File: src/rtl/cond_spr_move_pkg.sv
package cond_spr_move_pkg;

    localparam int XO_W      = 10;
    localparam int SPRN_W    = 10;
    localparam int GPR_W     = 64;
    localparam int FIELD_W   = 4;
    localparam int N_FIELDS  = 8;
    localparam int COND_W    = FIELD_W * N_FIELDS;
    localparam int SEL_W     = $clog2(N_FIELDS);
    localparam int N_SPR     = 4;
    localparam int SPR_IDX_W = $clog2(N_SPR);
    // status bits that feed the flag transfer
    localparam int FLAG_HI   = 31;
    localparam int FLAG_LO   = FLAG_HI - FIELD_W + 1;

    localparam logic [XO_W-1:0] XO_SPR_RD   = 10'd339;
    localparam logic [XO_W-1:0] XO_SPR_WR   = 10'd467;
    localparam logic [XO_W-1:0] XO_COND_WR  = 10'd144;
    localparam logic [XO_W-1:0] XO_COND_RD  = 10'd19;
    localparam logic [XO_W-1:0] XO_FLAG_MV  = 10'd512;

    localparam logic [SPRN_W-1:0] SPRN_FX   = 10'h020;
    localparam logic [SPRN_W-1:0] SPRN_LNK  = 10'h100;
    localparam logic [SPRN_W-1:0] SPRN_CNT  = 10'h120;
    localparam logic [SPRN_W-1:0] SPRN_TGT  = 10'h1F9;

    typedef enum logic [2:0] {
        OPK_NONE,
        OPK_SPR_RD,
        OPK_SPR_WR,
        OPK_COND_WR,
        OPK_COND_RD,
        OPK_FLAG_MV
    } op_kind_e;

    typedef enum logic [SPR_IDX_W-1:0] {
        SPR_FX  = 2'd0,
        SPR_LNK = 2'd1,
        SPR_CNT = 2'd2,
        SPR_TGT = 2'd3
    } spr_id_e;

endpackage

File: src/rtl/csm_op_decode.sv
module csm_op_decode
    import cond_spr_move_pkg::*;
(
    input  logic [XO_W-1:0] xo,
    output op_kind_e        kind
);

    always_comb begin
        unique case (xo)
            XO_SPR_RD:  kind = OPK_SPR_RD;
            XO_SPR_WR:  kind = OPK_SPR_WR;
            XO_COND_WR: kind = OPK_COND_WR;
            XO_COND_RD: kind = OPK_COND_RD;
            XO_FLAG_MV: kind = OPK_FLAG_MV;
            default:    kind = OPK_NONE;
        endcase
    end

endmodule

File: src/rtl/csm_spr_select.sv
module csm_spr_select
    import cond_spr_move_pkg::*;
(
    input  logic [SPRN_W-1:0] num,
    output spr_id_e           id,
    output logic              hit
);

    always_comb begin
        hit = 1'b1;
        unique case (num)
            SPRN_FX:  id = SPR_FX;
            SPRN_LNK: id = SPR_LNK;
            SPRN_CNT: id = SPR_CNT;
            SPRN_TGT: id = SPR_TGT;
            default: begin
                id  = SPR_FX;
                hit = 1'b0;
            end
        endcase
    end

endmodule

File: src/rtl/csm_cond_merge.sv
module csm_cond_merge
    import cond_spr_move_pkg::*;
(
    input  op_kind_e            kind,
    input  logic [COND_W-1:0]   cond_cur,
    input  logic [COND_W-1:0]   src,
    input  logic [N_FIELDS-1:0] mask,
    input  logic [SEL_W-1:0]    sel,
    input  logic [FIELD_W-1:0]  flag_nib,
    output logic [COND_W-1:0]   cond_next
);

    // Nibble g is enabled by mask bit g; flag transfer numbers fields from the top.
    for (genvar g = 0; g < N_FIELDS; g++) begin : g_field
        localparam logic [SEL_W-1:0] TOP_IDX = SEL_W'(N_FIELDS - 1 - g);
        logic take_src;
        logic take_flag;

        assign take_src  = (kind == OPK_COND_WR) && mask[g];
        assign take_flag = (kind == OPK_FLAG_MV) && (sel == TOP_IDX);

        always_comb begin
            if (take_src)
                cond_next[g*FIELD_W +: FIELD_W] = src[g*FIELD_W +: FIELD_W];
            else if (take_flag)
                cond_next[g*FIELD_W +: FIELD_W] = flag_nib;
            else
                cond_next[g*FIELD_W +: FIELD_W] = cond_cur[g*FIELD_W +: FIELD_W];
        end
    end

endmodule

File: src/rtl/cond_spr_move_unit.sv
module cond_spr_move_unit
    import cond_spr_move_pkg::*;
(
    input  logic                clk,
    input  logic                rst_n,
    input  logic                op_valid,
    input  logic [XO_W-1:0]     op_xo,
    input  logic [SPRN_W-1:0]   spr_num,
    input  logic [N_FIELDS-1:0] field_mask,
    input  logic [SEL_W-1:0]    field_sel,
    input  logic [GPR_W-1:0]    src_val,
    output logic [GPR_W-1:0]    rd_val,
    output logic                illegal,
    output logic [COND_W-1:0]   cond_q,
    output logic [GPR_W-1:0]    fx_q,
    output logic [GPR_W-1:0]    link_q,
    output logic [GPR_W-1:0]    count_q,
    output logic [GPR_W-1:0]    target_q
);

    op_kind_e          kind;
    spr_id_e           spr_id;
    logic              spr_hit;
    logic              spr_op;
    logic              commit;
    logic [COND_W-1:0] cond_next;
    logic [GPR_W-1:0]  spr_q [N_SPR];

    csm_op_decode i_dec (
        .xo   (op_xo),
        .kind (kind)
    );

    csm_spr_select i_sel (
        .num (spr_num),
        .id  (spr_id),
        .hit (spr_hit)
    );

    csm_cond_merge i_merge (
        .kind      (kind),
        .cond_cur  (cond_q),
        .src       (src_val[COND_W-1:0]),
        .mask      (field_mask),
        .sel       (field_sel),
        .flag_nib  (spr_q[SPR_FX][FLAG_HI:FLAG_LO]),
        .cond_next (cond_next)
    );

    assign spr_op  = (kind == OPK_SPR_RD) || (kind == OPK_SPR_WR);
    assign illegal = op_valid && ((kind == OPK_NONE) || (spr_op && !spr_hit));
    assign commit  = op_valid && !illegal;

    // condition word register
    always_ff @(posedge clk) begin
        if (!rst_n)
            cond_q <= '0;
        else if (commit && ((kind == OPK_COND_WR) || (kind == OPK_FLAG_MV)))
            cond_q <= cond_next;
    end

    // special register bank
    for (genvar s = 0; s < N_SPR; s++) begin : g_spr
        localparam spr_id_e MY_ID = spr_id_e'(s);
        logic wr_this;
        logic clr_flags;

        assign wr_this   = commit && (kind == OPK_SPR_WR) && (spr_id == MY_ID);
        assign clr_flags = commit && (kind == OPK_FLAG_MV) && (MY_ID == SPR_FX);

        always_ff @(posedge clk) begin
            if (!rst_n)
                spr_q[s] <= '0;
            else if (wr_this)
                spr_q[s] <= src_val;
            else if (clr_flags)
                spr_q[s][FLAG_HI:FLAG_LO] <= '0;
        end
    end

    // combinational read path
    always_comb begin
        rd_val = '0;
        if (op_valid && !illegal) begin
            unique case (kind)
                OPK_SPR_RD:  rd_val = spr_q[spr_id];
                OPK_COND_RD: rd_val = {{(GPR_W-COND_W){1'b0}}, cond_q};
                default:     rd_val = '0;
            endcase
        end
    end

    assign fx_q     = spr_q[SPR_FX];
    assign link_q   = spr_q[SPR_LNK];
    assign count_q  = spr_q[SPR_CNT];
    assign target_q = spr_q[SPR_TGT];


    illegal_keeps_state_chk: assert property (@(posedge clk) disable iff (!rst_n)
        illegal |=> ($stable(cond_q) && $stable(fx_q) && $stable(link_q)
                     && $stable(count_q) && $stable(target_q)));


    idle_keeps_state_chk: assert property (@(posedge clk) disable iff (!rst_n)
        !op_valid |=> ($stable(cond_q) && $stable(fx_q) && $stable(link_q)
                       && $stable(count_q) && $stable(target_q)));


    idle_not_illegal_chk: assert property (@(posedge clk) disable iff (!rst_n)
        !op_valid |-> !illegal);


    flag_move_clears_chk: assert property (@(posedge clk) disable iff (!rst_n)
        (commit && op_xo == XO_FLAG_MV) |=> (fx_q[FLAG_HI:FLAG_LO] == '0
            && $stable(fx_q[FLAG_LO-1:0]) && $stable(fx_q[GPR_W-1:FLAG_HI+1])));


    zero_mask_noop_chk: assert property (@(posedge clk) disable iff (!rst_n)
        (op_valid && op_xo == XO_COND_WR && field_mask == '0) |=> $stable(cond_q));


    cond_read_upper_zero_chk: assert property (@(posedge clk) disable iff (!rst_n)
        (op_valid && op_xo == XO_COND_RD) |-> (rd_val[GPR_W-1:COND_W] == '0));

endmodule

File: config.mk
export PLATFORM = sky130hd
export DESIGN_NAME = cond_spr_move_unit
export DESIGN_NICKNAME = d
export VERILOG_FILES = /design/src/rtl/cond_spr_move_pkg.sv /design/src/rtl/csm_op_decode.sv /design/src/rtl/csm_spr_select.sv /design/src/rtl/csm_cond_merge.sv /design/src/rtl/cond_spr_move_unit.sv
export SDC_FILE = /design/constraint.sdc
export NUM_CORES = 1
export LEC_CHECK = 0
export CORE_AREA = 3 3 176 178
export DETAILED_ROUTE_END_ITERATION = 10
export DIE_AREA = 0 0 179 181
export DONT_BUFFER_PORTS = 1
export PLACE_DENSITY = 0.62
export SLEW_MARGIN = 30
export SYNTH_ARGS = -nofsm -noshare
export SYNTH_HDL_FRONTEND = slang
export SYNTH_HIERARCHICAL = 1
export SYNTH_SLANG_ARGS = --single-unit
File: constraint.sdc
create_clock -name clk -period 6.9 [get_ports clk]
set_input_delay 0 -clock clk [delete_from_list [all_inputs] [get_ports clk]]
set_output_delay 0 -clock clk [all_outputs]
set_load 0.005 [all_outputs]
==> run metrics, run 1 <==
largest net degree at the start of global routing 43; syn nets 1163; Post-Syn Area 14300 sq um; number of remaining DRC errors 0; critical-path maximum fanout 6; Die Ht 181 um; share of the yosys chip area belonging to registers 58.4%; post-DP HPWL 30700 um; die width 179 um; number of enable flip-flop cells after synthesis 256; commonest non-fill, non-tap cell in the layout edfxtp_1; Most Frequent Cell on Critical Path dlygate4sd3_1; final-report setup violation count 0; initial antenna violation count 2; Sequential Area 8330 sq um; clock transition at the registers of the reported paths 0.06 ns; number of core rows 63; Core Region 29600 sq um; Via density 6.23; hold path start rst_n; number of synthesized register bits 288; Slew Viols, Final 0; critical path class register to register; worst r2r src spr_q[0][28]; status finished, final reports clean; max cap viols 0; Static Leak 0.00557 uW; worst r2r path cells 9; CTS tree done; met2 usage 45.1%; TritonCTS sink count 288; most frequent cells in the layout edfxtp_1 (256), and2_2 (151), and2_1 (138), dlygate4sd3_1 (88); GRT Total Usage 27.1%; die area 32400 sq um; CP Launch Type register; Mean Syn Cell Area 13.4 sq um; Clk Latency, worst-skew pair 0.53 ns; Routed Antenna Nets 0; final hold slack 0.0223 ns; Top Ports 451; wire per inst 29.3 um; Synth async-reset ratio 0%; Final Hold Fails 0; reg2reg end cond_q[28]; Worst-Margin Slew 0.916 ns; unrepaired setup endpoints after global routing no; Starting Density 48.2%; drt pass-1 iters 5; FILL cells 2439; fin util 55.8%; library cells used by synthesis 53; first-pass GRT wire length 65900 um; Max Fclk 270 MHz; CP bufs+invs 4; Most Crowded Layer GR met2; Final Critical Period 3.71 ns; post-CTS setup buffers 0; total gr overflow 0; slowest stage cell, crit path dlygate4sd3_1; PortBufs 0; slew margin rel. 38.2%; reg-to-reg slack, setup 3.19 ns; CTS H-Tree Depth 1; PD cells 225 nW/um^2; Post-Syn Instances 1065; number of global-route vias before repair 9827; M1 GR Usage 33.7%; routability cong. 0.849; Layout Skew 0.0101 ns; CTS buffer count 29; hold endpoint spr_q[1][4]; worst min path class input port to register; hold depth 2; Global Route met3 Usage 8.66%; Top FF cell, synth edfxtp_1; final net count 1232; Iter 0 DRT Violations 771; deepest clock path buffer count 3; Peak supply drop 0.142 mV; DR vias 9643; share of post-route cells with drive strength above 1 27.5%; Root Driver clkbuf_16; WP data required 7.38 ns; Multi-input gate area 5670 sq um; CP max stage delay 0.62 ns; crit path cell chain nor4bb_1 -> dlygate4sd3_1 -> nand2_1 -> dlygate4sd3_1 -> a31oi_1 -> dlygate4sd3_1 -> nand3_1 -> a21oi_1 -> dlygate4sd3_1; Crit path max-delay family buffers and inverters; synth warn 6; critical path capture point type register; period utilization 53.7%; CP Data Arrival Time 4.18 ns; Layout area overhead 15.7%; final WL 45400 um
-- where the power goes --
group	total, uW	switching (uW)	internal (uW)
combinational	146	81.2	65.3
sequential	2060	81.6	1970
clock	1510	659	847
total	3710	822	2890
-- per-layer routing --
layer / share of wire, % / routed length (um)
met1: 37 / 16600
met2: 49 / 22200
met3: 11 / 5180
met4: 3.2 / 1460
met5: 0 / 0
-- cell usage after synthesis (all sizes together), types with 10 or more instances --
cell	count	area share [%]
and2	289	14
mux4	64	10
o21ai	67	2.4
a31oi	31	1.4
edfxtp	256	54
nor2	36	0.95
nand2	36	0.95
nand3	35	1.2
dfxtp	32	4.5
a21oi	36	1.3
buf	20	0.82
clkbuf	59	1.8
a22o	32	2.0
nand4b	10	0.61
-- flip-flops by register name (all words and copies together) (netlist names) --
register  flops
cond_q       32
spr_q       256
-- metrics by stage --
| step | power [uW] | setup WS, ns | instance area (sq um) | instances | setup TNS (ns) |
|---|---|---|---|---|---|
| after CTS | 3740 | 3.28 | 16500 | 1544 | 0 |
| after global routing | 3820 | 3.01 | 16500 | 1546 | 0 |
| after floorplan | 2120 | -0.0807 | 14300 | 1065 | -15.51 |
| after global placement | 2180 | 3.21 | 14700 | 1404 | 0 |
| final | 3710 | 3.19 | 16500 | 1547 | 0 |
| after detailed placement | 2180 | 3.12 | 14700 | 1405 | 0 |
-- cells by family after synthesis --
logic type | count (synthesis) | synth area share, %
buffers and inverters | 81 | 2.63
DFF | 288 | 58.4
AOI/OAI and AO/OA | 173 | 7.38
xor gates and xnor gates | 2 | 0.123
and+or+nand+nor | 456 | 21.3
muxes | 64 | 10.1
adders and majority gates | 1 | 0.0702
-- worst register-to-register path: cells and delay by family (launching register included) --
family | cells | cell delay [ns]
AOI/OAI and AO/OA | 2 | 0.30
buffers and inverters | 4 | 2.37
DFF | 1 | 0.61
and+or+nand+nor | 3 | 0.38
-- what timing repair did --
item                                   4_1_cts  5_1_grt
endpoints found under the hold margin      341        0
hold buffers                                88        0
resized for setup                            0        0
-- how the worst max path moves through the flow --
stage                  from      endpoint  slack [ns]  cells after the start
2_1_floorplan    spr_num[0]   spr_q[1][0]       -0.08                      6
3_3_place_gp     spr_num[0]  spr_q[3][32]        3.21                      7
3_5_place_dp     spr_num[0]  spr_q[3][30]        3.12                      7
4_1_cts        spr_q[0][28]    cond_q[28]        3.28                      9
5_1_grt        spr_q[0][28]    cond_q[28]        3.01                      9
6_report       spr_q[0][28]    cond_q[28]        3.19                      9
-- layout make-up --
type	instances	share of cell area, %
diodes	3	0.0455
clock buffers	36	4.80
clock inverters	15	0.645
inverters	2	0.0455
multi-input cells	696	34.4
flip-flops and latches	288	50.5
well taps	390	2.96
repair buffers	117	6.66
Power figures use the tool's default switching activity.
==> run 2: changes to the inputs <==
--- a/config.mk
+++ b/config.mk
@@ -5,9 +5,9 @@
 export SDC_FILE = /design/constraint.sdc
 export NUM_CORES = 1
 export LEC_CHECK = 0
-export CORE_AREA = 3 3 176 178
+export CORE_AREA = 3 3 173 175
 export DETAILED_ROUTE_END_ITERATION = 10
-export DIE_AREA = 0 0 179 181
+export DIE_AREA = 0 0 176 178
 export DONT_BUFFER_PORTS = 1
 export PLACE_DENSITY = 0.62
 export SLEW_MARGIN = 30
==> constraint.sdc (replaced) <==
create_clock -name clk -period 3.7 [get_ports clk]
set_input_delay 0 -clock clk [delete_from_list [all_inputs] [get_ports clk]]
set_output_delay 0 -clock clk [all_outputs]
set_load 0.005 [all_outputs]
==> run 2 against run 1 <==
Net effect: wire length down 1.7%; critical path depth up 1; non-clock buffer count up 2; flip-flop and latch count unchanged; clock skew up 0.00087 ns; final cell count down 0.13%; combinational power up 95%; cell area up 0.71%; worst setup slack worse by 2.5 ns; via count down 0.54%; register-to-register slack worse by 2.5 ns; critical path type is now input port to register; largest cell class unchanged.
==> run metrics, run 2 (synthesized netlist as in run 1, its figures left out) <==
Via density 6.21 (-0.41%); die area 31300 sq um (-3.3%); critical-path maximum fanout 17 (+11); Starting Density 49.8% (+1.6 points); CTS tree done; Top Ports 451 (unchanged); final WL 44600 um (-1.7%); Worst-Margin Slew 0.842 ns (-0.0736 ns); Iter 0 DRT Violations 797 (+3.4%); final setup margin 0.665 ns (-2.53 ns); worst min path class input port to register; most frequent cells in the layout edfxtp_1 (256), and2_2 (151), and2_1 (138), dlygate4sd3_1 (90); post-DP HPWL 29600 um (-3.5%); total gr overflow 0 (unchanged); Crit. path cell count 10 (+1); FILL cells 2276 (-6.7%); clock power share 41.0% (+0.4 points); GRT Total Usage 27.6% (+0.50 points); max cap viols 0 (unchanged); Placed Cells 1399 (-0.43%); commonest non-fill, non-tap cell in the layout edfxtp_1; Power, Total 6970 uW (+88%); CTS H-Tree Depth 1 (unchanged); critical path class input port to register; unrepaired setup endpoints after global routing no; Final Critical Period 3.03 ns; Layout Skew 0.0109 ns (+0.000872 ns); largest net degree at the start of global routing 63 (+47%); Core Region 28600 sq um (-3.2%); number of remaining DRC errors 0 (unchanged); routability cong. 0.822 (-3.1%); switch share 22.1% (-0.094 points); sw power 1540 uW (+87%); PortBufs 0 (unchanged); slowest stage cell, crit path nand3b_1; Most Frequent Cell on Critical Path dlygate4sd3_1; hold depth 5 (+3); number of core rows 62 (-1.6%); Sequential Power Share 54.9% (-0.5 points); initial antenna violation count 4 (+2); drt pass-1 iters 6 (+1); Routed Antenna Nets 0 (unchanged); wire per inst 28.9 um (-1.6%); register name with the most flops spr_q; Final Hold Fails 0 (unchanged); clock transition at the registers of the reported paths 0.06 ns (about the same); Layout area overhead 16.5%; slew margin rel. 43.8% (+5.6 points); Static Leak 0.00562 uW (+0.89%); Die Ht 178 um (-1.7%); Clk Latency, worst-skew pair 0.55 ns (+0.02 ns); worst r2r path cells 8 (-1); max FFs per register 256 (unchanged); CTS buffer count 30 (+3.4%); CP max stage delay 0.69 ns (+0.07 ns); Peak supply drop 0.299 mV (+110%); Crit path max-delay family simple AND/OR/NAND/NOR gates; Slew Viols, Final 0 (unchanged); WP data required 4.14 ns (-3.24 ns); status finished, final reports clean; final net count 1235 (+0.24%); period utilization 82.0%; # resized after CTS 0 (unchanged); final-report setup violation count 0 (unchanged); share of post-route cells with drive strength above 1 27.1% (-0.40 points); CP Data Arrival Time 3.47 ns (-0.71 ns); critical path capture point type register; first-pass GRT wire length 64500 um (-2.1%); CP Launch Type input port; CP bufs+invs 2 (-2); number of global-route vias before repair 9590 (-2.4%); Place WS 0.700 ns (-2.42 ns); PD cells 419 nW/um^2 (+87%); Cell Count, Final, Fillers Out 1545 (-0.13%); crit path cell chain and2b_1 -> nand4b_1 -> o22ai_2 -> nand3b_1 -> o21ai_0 -> a31oi_1 -> dlygate4sd3_1 -> nand3_1 -> a21oi_1 -> dlygate4sd3_1; DR vias 9591 (-0.54%); Root Driver clkbuf_16; Logic pwr share 4.1% (about the same); die width 176 um (-1.7%); deepest clock path buffer count 3 (unchanged); Int Power 5430 uW (+88%); largest registers spr_q (256), cond_q (32); TritonCTS sink count 288 (unchanged); Max Fclk 330 MHz
## run 2: power by group through the flow
stage / sequential (uW) / combinational [uW] / clock [uW]
after floorplan: 3830 / 119 / 0
after global placement: 3900 / 176 / 0
after detailed placement: 3900 / 177 / 0
after CTS: 3830 / 287 / 2900
after global routing: 3840 / 303 / 3040
final: 3830 / 284 / 2860
## run 2: worst paths after layout
kind,start,end,slack (ns)
setup / recovery,op_xo[9],cond_q[11],0.67
hold / removal,field_sel[1],cond_q[3],0.08
setup reg to reg,spr_q[0][31],cond_q[11],0.67
hold reg to reg,cond_q[23],cond_q[23],0.56
## run 2: cell type report
class                           count  area (sq um)  share of cell area, %
Antenna cell                        1          2.50                 0.0151
Clock buffer                       42           827                   4.98
Clock inverter                     13          92.6                  0.557
Inverter                            2          7.51                 0.0452
Multi-Input combinational cell    696          5690                   34.2
Sequential cell                   288          8330                   50.1
Tap cell                          384           480                   2.89
Timing Repair Buffer              119          1190                   7.18
## run 2: worst register-to-register path, stage by stage, from the launching register on
cell           delay, ns
edfxtp_1            0.54
and4b_1             0.23
dlygate4sd3_1       0.57
nand2_1             0.08
a31oi_1             0.20
dlygate4sd3_1       0.57
nand3_1             0.06
a21oi_1             0.16
dlygate4sd3_1       0.57
## run 2: what timing repair did
item,4_1_cts,5_1_grt
hold buffers,90,0
endpoints found under the hold margin,544,0
setup buffers,0,0
## run 2: through the flow
stage | setup TNS, ns | utilization, % | area [sq um] | hold WS [ns]
2_1_floorplan | -49.20 | - | 14300 | 0.125
5_1_grt | 0 | 58.1 | 16600 | 0.111
3_5_place_dp | 0 | 51.7 | 14800 | 0.183
6_report | 0 | 58.1 | 16600 | 0.0769
3_3_place_gp | 0 | 51.7 | 14800 | 0.175
4_1_cts | 0 | 58.0 | 16600 | 0.0375
## run 2: layer usage
metal / up-vias / track usage [%] / wire [um] / share of wire (%)
met2: 572 / 47.7 / 22300 / 50
li1: 4138 / - / - / -
met3: 81 / 8.96 / 4870 / 11
met1: 4794 / 33.6 / 16200 / 36
met5: - / 0 / 34 / 0.076
met4: 6 / 7.49 / 1190 / 2.7
==> run 3: changes to the inputs <==
--- a/config.mk
+++ b/config.mk
@@ -5,11 +5,12 @@
 export SDC_FILE = /design/constraint.sdc
 export NUM_CORES = 1
 export LEC_CHECK = 0
+export ABC_AREA = 1
 export CORE_AREA = 3 3 173 175
 export DETAILED_ROUTE_END_ITERATION = 10
 export DIE_AREA = 0 0 176 178
 export DONT_BUFFER_PORTS = 1
-export PLACE_DENSITY = 0.62
+export PLACE_DENSITY = 0.65
 export SLEW_MARGIN = 30
 export SYNTH_ARGS = -nofsm -noshare
 export SYNTH_HDL_FRONTEND = slang
==> constraint.sdc (replaced) <==
create_clock -name clk -period 3.2 [get_ports clk]
set_input_delay 0 -clock clk [delete_from_list [all_inputs] [get_ports clk]]
set_output_delay 0 -clock clk [all_outputs]
set_load 0.005 [all_outputs]
==> run 3 against run 2 <==
Net effect: flip-flop and latch count is the same; sequential power grew 16%; total power grew 19%; final cell count grew 40%; count of clock-buffer cells in the layout shrank 4; combinational power grew 75%; largest cell class unchanged; highest routed layer unchanged.
==> run metrics, run 3 <==
status finished, final reports clean; Via density 5.93 (-4.4%); Die Ht 178 um (unchanged); share of the yosys chip area belonging to registers 54.7% (-3.7 points); Layout area overhead 19.8%; number of global-route vias before repair 12556 (+31%); register name with the most flops spr_q; synth top area cells edfxtp_1 (50%), nor3_2 (12%), nand2_1 (11%), dfxtp_1 (4.2%), inv_1 (3.4%); final net count 1850 (+50%); largest net degree at the start of global routing 109 (+73%); max cap viols 0 (unchanged); DR vias 12822 (+34%); synth cell count leaders nand2_1 (456), edfxtp_1 (256), nor3_2 (186), inv_1 (136), nor2_1 (121); FILL cells 2320 (+1.9%); top-area cell type share of the netlist area 50.5% (-3.4 points); final hold slack 0.0396 ns (-0.0373 ns); Mean Syn Cell Area 9.30 sq um (-31%); hold depth 2 (-3); number of enable flip-flop cells after synthesis 256 (unchanged); hold endpoint spr_q[0][14]; number of core rows 62 (unchanged); Top Ports 451 (unchanged); deepest clock path buffer count 3 (unchanged); Post-Syn Area 15200 sq um (+6.8%); PD cells 456 nW/um^2 (+8.7%); worst r2r path cells 8 (unchanged); Starting Density 53.2% (+3.4 points); most frequent cells in the layout nand2_1 (450), edfxtp_1 (256), nor3_2 (186), dlygate4sd3_1 (157), inv_1 (135); DR WL met3 6270 um (+29%); largest registers spr_q (256), cond_q (32); wire per inst 24.4 um (-15%); total gr overflow 0 (unchanged); Routed Antenna Nets 0 (unchanged); Synth area leader edfxtp_1; uppermost routed layer met5; CTS tree done; library cells used by synthesis 26 (-51%); die width 176 um (unchanged); M1 WL 18900 um (+17%); GRT Total Usage 32.0% (+4.3 points); WP data required 3.69 ns (-0.45 ns); worst min path class input port to register; die area 31300 sq um (unchanged); initial antenna violation count 1 (-3); Worst-Margin Slew 0.972 ns (+0.129 ns); commonest non-fill, non-tap cell in the layout nand2_1; TritonCTS sink count 288 (unchanged); Core Region 28600 sq um (unchanged); clock transition at the registers of the reported paths 0.06 ns (about the same); Static Leak 0.00698 uW (+24%); syn nets 1736 (+49%); Peak supply drop 0.437 mV (+46%); met2 WL 25800 um (+16%); CP Launch Type input port; setup_tns 0 ns (unchanged); drt pass-1 iters 5 (-1); first-pass GRT wire length 76600 um (+19%); slew margin rel. 35.2% (-8.5 points); Root Driver clkbuf_16; reg2reg end cond_q[26]; Max Fclk 335 MHz; Synth async-reset ratio 0% (unchanged); hold path start rst_n; period utilization 93.2%; Post-Syn Instances 1638 (+54%); Iter 0 DRT Violations 1167 (+46%); reg-to-reg slack, setup 0.53 ns (-0.14 ns); unrepaired setup endpoints after global routing no; critical path class input port to register; Clk Latency, worst-skew pair 0.55 ns (about the same); Final Critical Period 2.98 ns; Slew Viols, Final 0 (unchanged); final-report setup violation count 0 (unchanged); CTS buffer count 30 (unchanged); CP Data Arrival Time 3.48 ns (about the same); CTS H-Tree Depth 1 (unchanged); routability cong. 0.889 (+8.2%); PortBufs 0 (unchanged); cell with the most instances after synthesis nand2_1; Layout Skew 0.00519 ns (-0.00575 ns); synth warn 6 (unchanged); number of remaining DRC errors 0 (unchanged); number of synthesized register bits 288 (unchanged); share of post-route cells with drive strength above 1 17.3% (-9.7 points); max FFs per register 256 (unchanged); post-DP HPWL 32700 um (+10%); final WL 52800 um (+18%); Final Hold Fails 0 (unchanged); critical-path maximum fanout 9 (-8); Top FF cell, synth edfxtp_1; critical path capture point type register; worst r2r src spr_q[0][30]
run 3: changes by cell type in the layout (fill, tap and decap cells not counted), sizes merged, moves of 32 or more:
cell / change
mux4: -64
nor2: +97
inv: +146
nor3: +255
dlygate4sd3: +67
a22o: -32
nand2: +421
nand4: +37
nand3: +41
and2: -277
run 3: per-stage QoR:
stage | power (uW) | utilization [%] | instance area, sq um | setup slack (ns) | instances
finish | 8330 | 63.8 | 18300 | 0.216 | 2161
global route | 8560 | 63.8 | 18300 | 0.0400 | 2160
CTS | 8350 | 63.6 | 18200 | 0.239 | 2157
detailed placement | 4890 | 54.7 | 15700 | 0.696 | 1943
global placement | 4880 | 54.7 | 15700 | 0.736 | 1943
floorplan | 4710 | - | 15200 | 0.112 | 1638
run 3: cell type report:
type	instances	area (sq um)	area share, %
clock buffer	38	822	4.50
inverter	147	559	3.06
sequential	288	8330	45.6
antenna	1	2.50	0.0137
timing repair buffer	194	2000	11.0
multi-input combinational	1091	5940	32.5
clock inverter	18	130	0.713
tap	384	480	2.63
run 3: per-layer routing:
layer	global-route usage [%]	vias up
li1	-	5750
met1	38.2	6162
met2	55.0	784
met3	10.0	124
met4	10.7	2
met5	0	-
run 3: kinds of logic after synthesis:
kind of cell           count (synthesis)  share of synthesized area, %
and+or+nand+nor                      972                          34.1
DFF                                  288                          54.7
buffers and inverters                261                          7.05
AOI/OAI and AO/OA                    117                          4.20
run 3: power by group:
| group | switching (uW) | internal (uW) |
|---|---|---|
| Combinational | 339 | 159 |
| Sequential | 179 | 4260 |
| Clock | 1490 | 1900 |
| Total | 2010 | 6320 |
run 3: worst max path at each step:
stage             start            to  slack [ns]  cells after the start
6_report       op_xo[2]    cond_q[21]        0.22                     17
5_1_grt        op_xo[2]    cond_q[21]        0.04                     17
4_1_cts        op_xo[2]    cond_q[28]        0.24                     16
3_5_place_dp   op_xo[2]  spr_q[1][41]        0.70                     10
3_3_place_gp   op_xo[2]  spr_q[1][38]        0.74                     10
2_1_floorplan  op_xo[2]   spr_q[2][0]        0.11                     11
run 3: critical path, cell delays in order:
cell           delay, ns
inv_1               0.03
nand2_1             0.06
nor2_1              0.15
nand3_1             0.17
nand3_2             0.25
nand2_1             0.13
nor2_4              0.24
buf_12              0.15
nand2_1             0.11
inv_1               0.15
nand2_1             0.07
dlygate4sd3_1       0.56
nand2_1             0.07
dlygate4sd3_1       0.56
o21ai_0             0.09
dlygate4sd3_1       0.57
nor2_1              0.08
run 3: repair_timing:
action	in CTS	in global routing
gates resized for setup	0	5
hold buffers	158	0
endpoints found under the hold margin	407	0
endpoints found under the setup margin	0	31
buffers inserted	0	1
